### config.mk
export PLATFORM = sky130hd
export DESIGN_NAME = pitTimer
export DESIGN_NICKNAME = d
export VERILOG_FILES = /design/src/rtl/pitPkg.sv /design/src/rtl/pitPrescaler.sv /design/src/rtl/pitControl.sv /design/src/rtl/pitDatapath.sv /design/src/rtl/pitTimer.sv
export SDC_FILE = /design/constraint.sdc
export NUM_CORES = 1
export LEC_CHECK = 0
export BUFFER_PORTS_ARGS = -buffer_cell sky130_fd_sc_hd__buf_2
export CORE_ASPECT_RATIO = 1.2
export CORE_MARGIN = 2
export CORE_UTILIZATION = 45
export CTS_CLUSTER_SIZE = 16
export DETAILED_ROUTE_END_ITERATION = 8
export GPL_TIMING_DRIVEN = 0
export PLACE_DENSITY = 0.73
export SLEW_MARGIN = 20
export SYNTH_ARGS = -nofsm -noshare
export SYNTH_HDL_FRONTEND = slang
export SYNTH_SLANG_ARGS = --single-unit
### constraint.sdc
create_clock -name clk -period 2.52 [get_ports clk]
set_clock_uncertainty 0.05 [all_clocks]
set_input_delay 0 -clock clk [delete_from_list [all_inputs] [get_ports clk]]
set_output_delay 0 -clock clk [all_outputs]
set_load 0.1 [all_outputs]
### src/rtl/pitPkg.sv
package pitPkg;
  // control word bit positions (software visible)
  localparam int RUN_BIT  = 0;
  localparam int IEN_BIT  = 1;
  localparam int FLAG_BIT = 2;
  localparam int SEL_LSB  = 4;

  // strobes from the control side to the datapath
  typedef struct packed {
    logic tick;  // prescaler period complete, count steps by one
    logic load;  // software write of the count
    logic add;   // return-with-add
  } dpStrobes_t;
endpackage

### src/rtl/pitPrescaler.sv
module pitPrescaler #(
  parameter int PS_W  = 8,
  parameter int SEL_W = 4
) (
  input  logic             clk,
  input  logic             rstN,
  input  logic             enable,
  input  logic [SEL_W-1:0] sel,
  output logic             tick
);
  localparam logic [SEL_W-1:0] MAX_SEL = SEL_W'(PS_W);

  logic [PS_W-1:0]  psCount;
  logic [SEL_W-1:0] clampSel;
  logic [PS_W-1:0]  bitDone;

  assign clampSel = (sel > MAX_SEL) ? MAX_SEL : sel;

  // a bit at or above the selected width does not take part in the period
  for (genvar i = 0; i < PS_W; i++) begin : g_bitDone
    assign bitDone[i] = psCount[i] | (i >= int'(clampSel));
  end

  assign tick = enable & (&bitDone);

  always_ff @(posedge clk) begin
    if (!rstN || !enable) psCount <= '0;
    else                  psCount <= psCount + 1'b1;
  end

  // prescaler sits at zero after any cycle with the run bit low
  a_r5_ps_cleared: assert property (@(posedge clk) disable iff (!rstN)
    !enable |=> psCount == '0);
endmodule

### src/rtl/pitControl.sv
module pitControl
  import pitPkg::*;
#(
  parameter int DATA_W = 8,
  parameter int SEL_W  = 4
) (
  input  logic              clk,
  input  logic              rstN,
  input  logic              wrCtrl,
  input  logic              wrCount,
  input  logic              addStrobe,
  input  logic [DATA_W-1:0] wrData,
  input  logic              tick,
  input  logic              incWrap,
  output dpStrobes_t        strobes,
  output logic              runEn,
  output logic [SEL_W-1:0]  psSel,
  output logic [DATA_W-1:0] ctrlWord,
  output logic              irq
);
  logic intEn;
  logic pending;
  logic setFlag;
  logic clrFlag;

  assign strobes.tick = tick;
  assign strobes.load = wrCount;
  assign strobes.add  = addStrobe;

  assign setFlag = incWrap & runEn & intEn;
  assign clrFlag = wrCtrl & ~wrData[FLAG_BIT];

  always_ff @(posedge clk) begin
    if (!rstN) begin
      runEn <= 1'b0;
      intEn <= 1'b0;
      psSel <= '0;
    end else if (wrCtrl) begin
      runEn <= wrData[RUN_BIT];
      intEn <= wrData[IEN_BIT];
      psSel <= wrData[SEL_LSB +: SEL_W];
    end
  end

  always_ff @(posedge clk) begin
    if (!rstN)        pending <= 1'b0;
    else if (setFlag) pending <= 1'b1;   // set beats clear
    else if (clrFlag) pending <= 1'b0;
  end

  always_comb begin
    ctrlWord = '0;
    ctrlWord[RUN_BIT]  = runEn;
    ctrlWord[IEN_BIT]  = intEn;
    ctrlWord[FLAG_BIT] = pending;
    ctrlWord[SEL_LSB +: SEL_W] = psSel;
  end

  assign irq = pending & runEn & intEn;

  // a new flag needs an increment wrap with both enables
  a_r6_flag_source: assert property (@(posedge clk) disable iff (!rstN)
    $rose(pending) |-> $past(incWrap && runEn && intEn));
  // flag holds unless a zero is written to it
  a_r8_flag_hold: assert property (@(posedge clk) disable iff (!rstN)
    pending && !(wrCtrl && !wrData[FLAG_BIT]) |=> pending);
  // wrap with enables always leaves the flag set
  a_r9_set_wins: assert property (@(posedge clk) disable iff (!rstN)
    incWrap && runEn && intEn |=> pending);
endmodule

### src/rtl/pitDatapath.sv
module pitDatapath
  import pitPkg::*;
#(
  parameter int DATA_W = 8
) (
  input  logic              clk,
  input  logic              rstN,
  input  dpStrobes_t        strobes,
  input  logic [DATA_W-1:0] wrData,
  input  logic [DATA_W-1:0] addOperand,
  output logic [DATA_W-1:0] count,
  output logic              incWrap
);
  logic [DATA_W-1:0] stepVal;
  logic [DATA_W-1:0] addVal;
  logic [DATA_W-1:0] nextCount;

  assign stepVal = strobes.tick ? DATA_W'(1) : '0;
  assign addVal  = strobes.add ? addOperand : '0;

  // only the increment step can report a wrap; a load cancels it
  assign incWrap = strobes.tick & ~strobes.load & (count == '1);

  always_comb begin
    if (strobes.load) nextCount = wrData;
    else              nextCount = count + addVal + stepVal;
  end

  always_ff @(posedge clk) begin
    if (!rstN) count <= '0;
    else       count <= nextCount;
  end

  // software write wins over step and add
  a_r12_load_wins: assert property (@(posedge clk) disable iff (!rstN)
    strobes.load |=> count == $past(wrData));
  // add without a step lands exactly on count + operand
  a_r10_add_only: assert property (@(posedge clk) disable iff (!rstN)
    strobes.add && !strobes.load && !strobes.tick
      |=> count == DATA_W'($past(count) + $past(addOperand)));
  // with no strobe at all the count is stable
  a_r5_idle_hold: assert property (@(posedge clk) disable iff (!rstN)
    !strobes.add && !strobes.load && !strobes.tick |=> $stable(count));
endmodule

### src/rtl/pitTimer.sv
module pitTimer
  import pitPkg::*;
#(
  parameter int DATA_W = 8,
  parameter int PS_W   = 8,
  parameter int SEL_W  = 4
) (
  input  logic              clk,
  input  logic              rstN,
  input  logic              wrCount,
  input  logic              wrCtrl,
  input  logic [DATA_W-1:0] wrData,
  input  logic              addStrobe,
  input  logic [DATA_W-1:0] addOperand,
  output logic [DATA_W-1:0] countOut,
  output logic [DATA_W-1:0] ctrlOut,
  output logic              irqOut
);
  dpStrobes_t       strobes;
  logic             tick;
  logic             incWrap;
  logic             runEn;
  logic [SEL_W-1:0] psSel;

  pitPrescaler #(.PS_W(PS_W), .SEL_W(SEL_W)) u_ps (
    .clk(clk), .rstN(rstN), .enable(runEn), .sel(psSel), .tick(tick)
  );

  pitControl #(.DATA_W(DATA_W), .SEL_W(SEL_W)) u_ctl (
    .clk(clk), .rstN(rstN), .wrCtrl(wrCtrl), .wrCount(wrCount),
    .addStrobe(addStrobe), .wrData(wrData), .tick(tick), .incWrap(incWrap),
    .strobes(strobes), .runEn(runEn), .psSel(psSel), .ctrlWord(ctrlOut),
    .irq(irqOut)
  );

  pitDatapath #(.DATA_W(DATA_W)) u_dp (
    .clk(clk), .rstN(rstN), .strobes(strobes), .wrData(wrData),
    .addOperand(addOperand), .count(countOut), .incWrap(incWrap)
  );

  // request is never raised without the flag
  a_r7_irq_needs_flag: assert property (@(posedge clk) disable iff (!rstN)
    irqOut |-> ctrlOut[FLAG_BIT]);
endmodule

# Word-level counts from Yosys, hierarchy flattened
# Index checks and enable logic that the tools add are counted.
# W data, S select, Z words.
# totals
in_bits,21
regBits,23
# classes
n_bitwise,18
n_reduce_logical,5
n_lt_le_gt_ge,9
n_mux,6
n_addsub,3
n_eq_ne,1
# op_table
op,n
$add A8 B8 Y8,2
$ge A3 B4 Y1 const A,4
$mux W8,2
$add A8 B1 Y8 const B,1
$and A1 B1 Y1,8
$eq A8 B8 Y1 const B,1
$ge A1 B4 Y1 const A,2
$ge A2 B4 Y1 const A,2
$or A1 B1 Y1,8
$reduce_and A8 Y1,1
$gt A4 B4 Y1 const B,1
$mux W4,1
$mux W1,3
$logic_not A1 Y1,2
$not A1 Y1,2
$reduce_bool A2 Y1,1
$logic_or A1 B1 Y1,1

# Logic depth before layout (Yosys ltp)
# Gate-level depths: netlist (run 1).
# logic_depth
word_depth,11
mapped_depth,11
ltp_nobuf,10

# Cells and area by module
# From an unflattened synthesis (run 1), not the netlist that was laid out.
# unflattened
cells_unflattened,175
hier_area_um2,1491.4
# modules_own_cells
module,area_each_um2,cells_each,instances
pitDatapath,733.2,90,1
pitPrescaler,390.4,48,1
pitControl,367.9,37,1

# Worst setup path before layout (run 1)
# Ideal clock, no wire load.
# synth_path
path_kind,reg-to-reg
start,register u_ctl.psSel[0]
end,register u_dp.count[7]
synth_period_minus_slack_ns,3.207
required_ns,2.348
path_slack_ns,-0.687
path_stages_with_launch,9
arrival_ns,3.035
cell_sequence,dfxtp_1 -> and3b_1 -> o31ai_1 -> a221oi_2 -> fa_1 -> a211o_1 -> a211o_1 -> and3_1 -> o311a_1
# synth_between
elab_chain_len,9
elab_cells_between_ends,23
# synth_lines
element,line_no,rtl
from (decl),pitControl.sv:17,"output logic [SEL_W-1:0] psSel,"
from (signal assigned),pitControl.sv:41,psSel <= wrData[SEL_LSB +: SEL_W];
$gt A4 B4 Y1,pitPrescaler.sv:17,assign clampSel = (sel > MAX_SEL) ? MAX_SEL : sel;
$mux W4 (*),pitPrescaler.sv:17,
$ge A1 B4 Y1 (tied with other cells),pitPrescaler.sv:21,assign bitDone[i] = psCount[i] | (i >= int'(clampSel));
$or A1 B1 Y1,pitPrescaler.sv:21,
$reduce_and A8 Y1 (*),pitPrescaler.sv:24,assign tick = enable & (&bitDone);
$and A1 B1 Y1 (*),pitPrescaler.sv:24,
$mux W1 (*),pitDatapath.sv:18,assign stepVal = strobes.tick ? DATA_W'(1) : '0;
$add A8 B8 Y8 (*),pitDatapath.sv:26,else nextCount = count + addVal + stepVal;
$mux W8 (*),pitDatapath.sv:25,if (strobes.load) nextCount = wrData;
to (signal assigned),pitDatapath.sv:31,else count <= nextCount;
to (decl),pitDatapath.sv:11,"output logic [DATA_W-1:0] count,"
# Mark *: on every way between the ends. The rest lies on a longest branch, timed or not.
# A chain may end at the register's enable or synchronous reset.

# Worst setup path in the final report (run 1)
# Same ends and word-level chain as after synthesis.

==> results of run 1 <==
cells in the final DEF (no fill, tap or decap), types with 2 or more instances in the layout:
cell           count
nand4_1            3
dlygate4sd3_1      8
inv_1              6
dfxtp_4            3
buf_2             34
nand3_1            5
nor2_1            11
dfxtp_1           16
nor2b_1            7
o31ai_1            2
buf_4              7
dfxtp_2            4
nor3b_1            4
mux2i_1            7
a21o_1             3
xor2_1             7
nand2_1            9
and2_1             9
fa_2               2
ha_1               7
clkbuf_1           5
a21oi_1            3
o21ai_0            3
clkbuf_4           3
nor2b_2            2
a211o_1            2
o21a_2             2
nand4b_1           2
nand2b_1           3
o2111ai_1          2
a31oi_1            2
and3_1             4
o211ai_1           2
report_power, final:
| part | switching [uW] | leakage, uW | internal, uW |
|---|---|---|---|
| combinational | 218 | 0.000662 | 100 |
| sequential | 20.8 | 0.000192 | 381 |
| clock | 115 | 0.0000150 | 61.9 |
| total | 353 | 0.000869 | 543 |
critical path, delay by kind of cell, from the launching register on:
family | cells | cell delay, ns
AOI/OAI and AO/OA | 5 | 1.21
DFF | 1 | 0.39
adders and majority gates | 1 | 0.38
and+or+nand+nor | 2 | 0.37
layer usage:
| layer | wire length [um] | up-vias | track usage [%] |
|---|---|---|---|
| met2 | 1710 | 44 | 34.8 |
| met3 | 136 | 10 | 1.38 |
| met4 | 90 | 0 | 9.45 |
| li1 | - | 660 | - |
| met5 | 0 | - | 0 |
| met1 | 1340 | 637 | 18.5 |
flip-flops by register name, indices dropped and copies added, names as in the netlist:
name and cells:
u_ctl.psSel 4, u_ps.psCount 8, u_ctl.pending 1, u_ctl.intEn 1
u_dp.count 8, u_ctl.runEn 1
final cells by class:
type	count	share of cell area (%)
plain buffers	9	3.08
repair buffers	45	14.9
flip-flops and latches	23	26.1
multi-input cells	123	50.8
clock buffers	4	1.44
well taps	36	2.46
inverters	6	1.23
cell families after synthesis:
logic type	Yosys count	synth area share (%)
simple gates	69	27.4
compound gates	29	15.5
flops	23	32.3
buf+inv	16	5.78
fa+ha+maj	9	8.94
xor+xnor	8	4.91
mux	7	4.91
other cells	1	0.263
worst max path at each step:
stage,slack [ns],from,cells past startpoint,endpoint
6_report,0.02,u_ctl.psSel[0],8,u_dp.count[7]
5_1_grt,-0.07,u_ctl.psSel[0],8,u_dp.count[7]
4_1_cts,-0.03,u_ctl.psSel[0],8,u_dp.count[7]
3_5_place_dp,-0.25,u_ps.psCount[2],11,u_dp.count[6]
3_3_place_gp,-0.16,u_ps.psCount[2],11,u_dp.count[6]
2_1_floorplan,-0.04,u_ctl.psSel[0],8,u_dp.count[7]
per-stage QoR:
step	setup WS, ns	cell area, um^2	total power [uW]
floorplan	-0.0437	1450	646
global placement	-0.158	1660	700
detailed placement	-0.250	1660	705
CTS	-0.0255	1820	892
global route	-0.0687	1830	935
finish	0.0177	1830	896
what timing repair did:
action | 4_1_cts | 5_1_grt
pin swaps | 4 | 4
hold buffers | 8 | 0
gates cloned | 0 | 0
resized for setup | 7 | 6
setup buffers | 3 | 0
setup endpoints to repair | 3 | 4
hold endpoints to repair | 14 | 0
==> impl_results.md, run 1 <==
* Fin crit period at approximately 2.5 ns
* Crit Path Max Fanout at 5
* Share of the synthesized area in the top cell type at 32.3%
* R2R cell count at 8
* Worst skew pair latency at about 0.32 ns
* Status: completed
* CP max stage delay at 0.39 ns
* Synth area leader: dfxtp_1
* Root Driver: clkbuf_4
* Synthesized Nets at 192
* ANT nets after route at 0
* Syn Area/Cell at 8.81 um^2
* Die footprint at around 0.0036 mm^2
* Vias per Instance at about 5.5
* Antenna violations before repair at 0
* Register area at about 480 um^2
* Max Cap Viol at 0
* Leakage at approximately 0.00087 uW
* Final setup viols at 0
* Worst hold path type: in2reg
* Syn Inst Count at ~160
* Largest cells by area after synthesis: dfxtp_1 32%, ha_1 6.1%, mux2i_1 4.9%
* Finished Core Util at between 50% and 60%
* CTS tree: built
* Routability Congestion at 0.862
* Clk buf depth at 2
* Hold path endpoint: u_dp.count[4]
* Clock transition at the registers of the reported paths at approximately 0.13 ns
* Min Hold Slack at 0.0313 ns
* Worst EP arrival at about 2.7 ns
* Critical Path End Type: register
* Row count at 22
* Max-slew violation count at 0
* Max Freq at between 0.3 and 0.4 GHz
* Final WL at between 3000 and 4000 um
* Startpoint Class: register
* Area occupied by multi-input gates at slightly above 900 um^2
* Most common cell type on the critical path: a211o_1
* Power density cells at ~500 mW/mm^2
* Diodes inserted at 0
* Routed WL per cell at 13.3 um
* Nets at 241
* Area Growth Syn to Fin at 28.1%
* Final Cycle Share at 99.3%
* GRT Overall Usage at approximately 18%
* Yosys cell types at between 40 and 50
* WP data required at ~2.7 ns
* Setup TNS at 0 ns
* Vias in the first global route at between 1000 and 1500
* Ports at 38
* Seq/Total Area, Yosys at between 30% and 40%
* Grt ovf at 0
* R2r setup slk at about 0.018 ns
* Reg2reg end: u_dp.count[7]
* Initial Utilization at a little under half
* Die X at 55.4 um
* Layout Cells excl Fill at between 200 and 250
* Port Buffers at 34
* Total CTS buffers at 3
* Drc violations at 0
* Fill count at ~270
* FF+latch count, synth at 23
* Layout cells sized above 1 at a little under a third
* Post-synth EDFFs at 0
* Core Area at around 0.0031 mm^2
* Worst r2r src: u_ctl.psSel[0]
* Mapped Area at between 0.001 and 0.0015 mm^2
* Most frequent cells after synthesis: 23 x dfxtp_1, 11 x nor2_1, 10 x and2_1, 9 x nand2_1, 9 x nor2b_1
* Largest net degree at the start of global routing at 13
* Vias at 1351
* H-tree depth at 1
* Placed Cells at 232
* RSZ-0062 raised after global routing: true
* Post-DP HPWL at between 2000 and 3000 um
* Count leader, synth: dfxtp_1
* Crit path max-delay cell type: dfxtp_4
* Crit-path cells: and3b_2 -> o31ai_4 -> a221oi_4 -> fa_2 -> a211o_1 -> a211o_1 -> and3_1 -> o311a_1
* 1st-pass router iterations at 6
* Global-route wire length before repair at 5260 um
* Die height at 65.7 um
* Final Hold Vio Count at 0
* Yosys warns at 0
* Iteration-0 DRC Markers at 38
* Hold Startpoint: rstN
* Crit path kind: reg2reg
* Hold depth at 3
* CTS Sinks at 23
* Peak VDD IR at approximately 0.00031 V
* Synth Flop Type: dfxtp_1
* FFs w/ async S/R, synth at 0%
Power figures use the tool's default switching activity.
==> run 2: changes to the inputs <==
MAX_ROUTING_LAYER = met4   (was default)
SKIP_CTS_REPAIR_TIMING = 1   (was default)
==> impl_results.md, run 2 (synthesis results as in run 1) <==
* CP delay by family, top: compound AO/OA/AOI/OAI gates (unchanged)
* Most common cell after layout, fill and taps aside: buf_2 (unchanged)
* Area occupied by multi-input gates at 943 um^2 (was 930 um^2)
* Post-DP HPWL at 2510 um (unchanged)
* Crit path kind: reg2reg (unchanged)
* Nets at 239 (was 241)
* Vias at 1343 (was 1351)
* Routed WL per cell at 13.4 um (was 13.3 um)
* Fill count at 269 (was 272)
* Global-route wire length before repair at 4950 um (was 5260 um)
* Max Freq at 0.396 GHz (was 0.400 GHz)
* Post-route setup slack at -0.00488 ns (was 0.0177 ns)
* Startpoint Class: register (unchanged)
* 1st-pass router iterations at 4 (was 6)
* Diodes inserted at 0 (unchanged)
* Area Growth Syn to Fin at 28.0% (was 28.1%)
* Peak VDD IR at 0.000306 V (about the same)
* Vias in the first global route at 1171 (was 1265)
* Fin crit period at 2.52 ns (was 2.50 ns)
* H-tree depth at 1 (unchanged)
* Hold Startpoint: rstN (unchanged)
* Final WL at 3270 um (about the same)
* Clock transition at the registers of the reported paths at 0.13 ns (about the same)
* Crit path max-delay cell type: dfxtp_4 (unchanged)
* Routability Congestion at 0.876 (was 0.862)
* Final Cycle Share at 100% (was 99.3%)
* R2R cell count at 8 (unchanged)
* Crit Path Max Fanout at 6 (was 5)
* WP data required at 2.69 ns (was 2.70 ns)
* Leakage at 0.000864 uW (was 0.000869 uW)
* Worst EP arrival at 2.70 ns (was 2.68 ns)
* Root Driver: clkbuf_4 (unchanged)
* Die X at 55.4 um (unchanged)
* ANT nets after route at 0 (unchanged)
* Layout cells sized above 1 at 30.8% (was 31.9%)
* Antenna violations before repair at 0 (unchanged)
* Largest regs: u_dp.count: 8 flops, u_ps.psCount: 8 flops, u_ctl.psSel: 4 flops (unchanged)
* Die footprint at 0.00364 mm^2 (unchanged)
* Grt ovf at 0 (unchanged)
* Final setup viols at 1 (was 0)
* Ports at 38 (unchanged)
* Initial Utilization at 46.7% (unchanged)
* Most common cell type on the critical path: a211o_1 (unchanged)
* CTS tree: built (unchanged)
* CP bufs+invs at 0 (unchanged)
* Final Hold Vio Count at 0 (unchanged)
* Crit-path cells: and3b_1 -> o31ai_4 -> a221oi_4 -> fa_2 -> a211o_1 -> a211o_1 -> and3_1 -> o311a_1 (was and3b_2 -> o31ai_4 -> a221oi_4 -> fa_2 -> a211o_1 -> a211o_1 -> and3_1 -> o311a_1)
* Worst hold path type: in2reg (unchanged)
* Power density cells at 488 mW/mm^2 (was 490 mW/mm^2)
* Max Cap Viol at 0 (unchanged)
* Hold path endpoint: u_dp.count[4] (unchanged)
* Status: finished with violations (was completed)
* GRT Overall Usage at 17.2% (was 17.7%)
* Largest net degree at the start of global routing at 13 (unchanged)
* R2r setup slk at -0.005 ns (was 0.02 ns)
* Placed Cells at 232 (unchanged)
* Hold depth at 3 (unchanged)
* RSZ-0062 raised after global routing: true (unchanged)
* Worst r2r src: u_ctl.psSel[0] (unchanged)
* Failing checks: setup timing
* Core Area at 0.00306 mm^2 (unchanged)
* Finished Cell Area at 0.00183 mm^2 (about the same)
* Worst skew pair latency at 0.31 ns (was 0.32 ns)
* Vias per Instance at 5.50 (was 5.49)
* Clk buf depth at 2 (unchanged)
* Total CTS buffers at 3 (unchanged)
* DP Area at 0.00166 mm^2 (unchanged)
* Row count at 22 (unchanged)
* Critical Path End Type: register (unchanged)
* CP max stage delay at 0.40 ns (was 0.39 ns)
* CTS Sinks at 23 (unchanged)
* Port Buffers at 34 (unchanged)
* Die height at 65.7 um (unchanged)
* Drc violations at 0 (unchanged)
* Max-slew violation count at 0 (unchanged)
* Iteration-0 DRC Markers at 33 (was 38)
* Layout Cells excl Fill at 244 (was 246)
* Most frequent cells in the layout: 34 x buf_2, 16 x dfxtp_1, 11 x nor2_1, 9 x nand2_1, 9 x and2_1 (unchanged)
* Reg2reg end: u_dp.count[7] (unchanged)
* Register area at 477 um^2 (unchanged)
run 2: cell types whose count changed in the layout (fill, tap and decap cells not counted), sizes merged:
cell,delta
buf,-2
run 2: tightest hold or removal path, cell delays in order:
cell and delay (ns):
buf_2 0.11, nand2b_1 0.17, o31ai_1 0.10
run 2: how the worst max path moves through the flow:
| stage | startpoint | endpoint | slack, ns | depth (start not counted) |
|---|---|---|---|---|
| floorplan | u_ctl.psSel[0] | u_dp.count[7] | -0.04 | 8 |
| global placement | u_ps.psCount[2] | u_dp.count[6] | -0.16 | 11 |
| detailed placement | u_ps.psCount[2] | u_dp.count[6] | -0.25 | 11 |
| CTS | u_ps.psCount[2] | u_dp.count[6] | -0.26 | 11 |
| global route | u_ctl.psSel[0] | u_dp.count[4] | -0.08 | 10 |
| finish | u_ctl.psSel[0] | u_dp.count[7] | -0.005 | 8 |
run 2: final cells by class:
type	count	area share [%]
plain buffers	9	3.08
clock buffers	4	1.44
inverters	6	1.23
multi-input cells	123	51.6
flip-flops and latches	23	26.1
well taps	36	2.46
repair buffers	43	14.1
run 2: stage by stage:
step / setup WS, ns / total power, uW / hold slack [ns] / utilization, % / TNS (ns)
3_5_place_dp: -0.250 / 705 / 0.204 / 54.4 / -0.441
4_1_cts: -0.263 / 873 / -0.127 / 55.3 / -0.507
2_1_floorplan: -0.0437 / 646 / 0.0824 / - / -0.0437
6_report: -0.00488 / 892 / 0.0421 / 59.8 / -0.00488
5_1_grt: -0.0835 / 932 / 0.0317 / 59.8 / -0.243
3_3_place_gp: -0.158 / 700 / 0.196 / 54.4 / -0.242
run 2: report_power, final:
part	internal (uW)	total (uW)	switching [uW]
clock network	61.8	173	111
logic	99.6	316	217
registers	381	403	21.7
total	542	892	350
run 2: per-layer routing:
layer	part of all wire, %	global-route usage, %	vias up
met3	3.4	1.18	9
li1	-	-	661
met2	51	32.9	43
met4	2.8	7.62	0
met1	42	18.1	630
met5	0	-	-
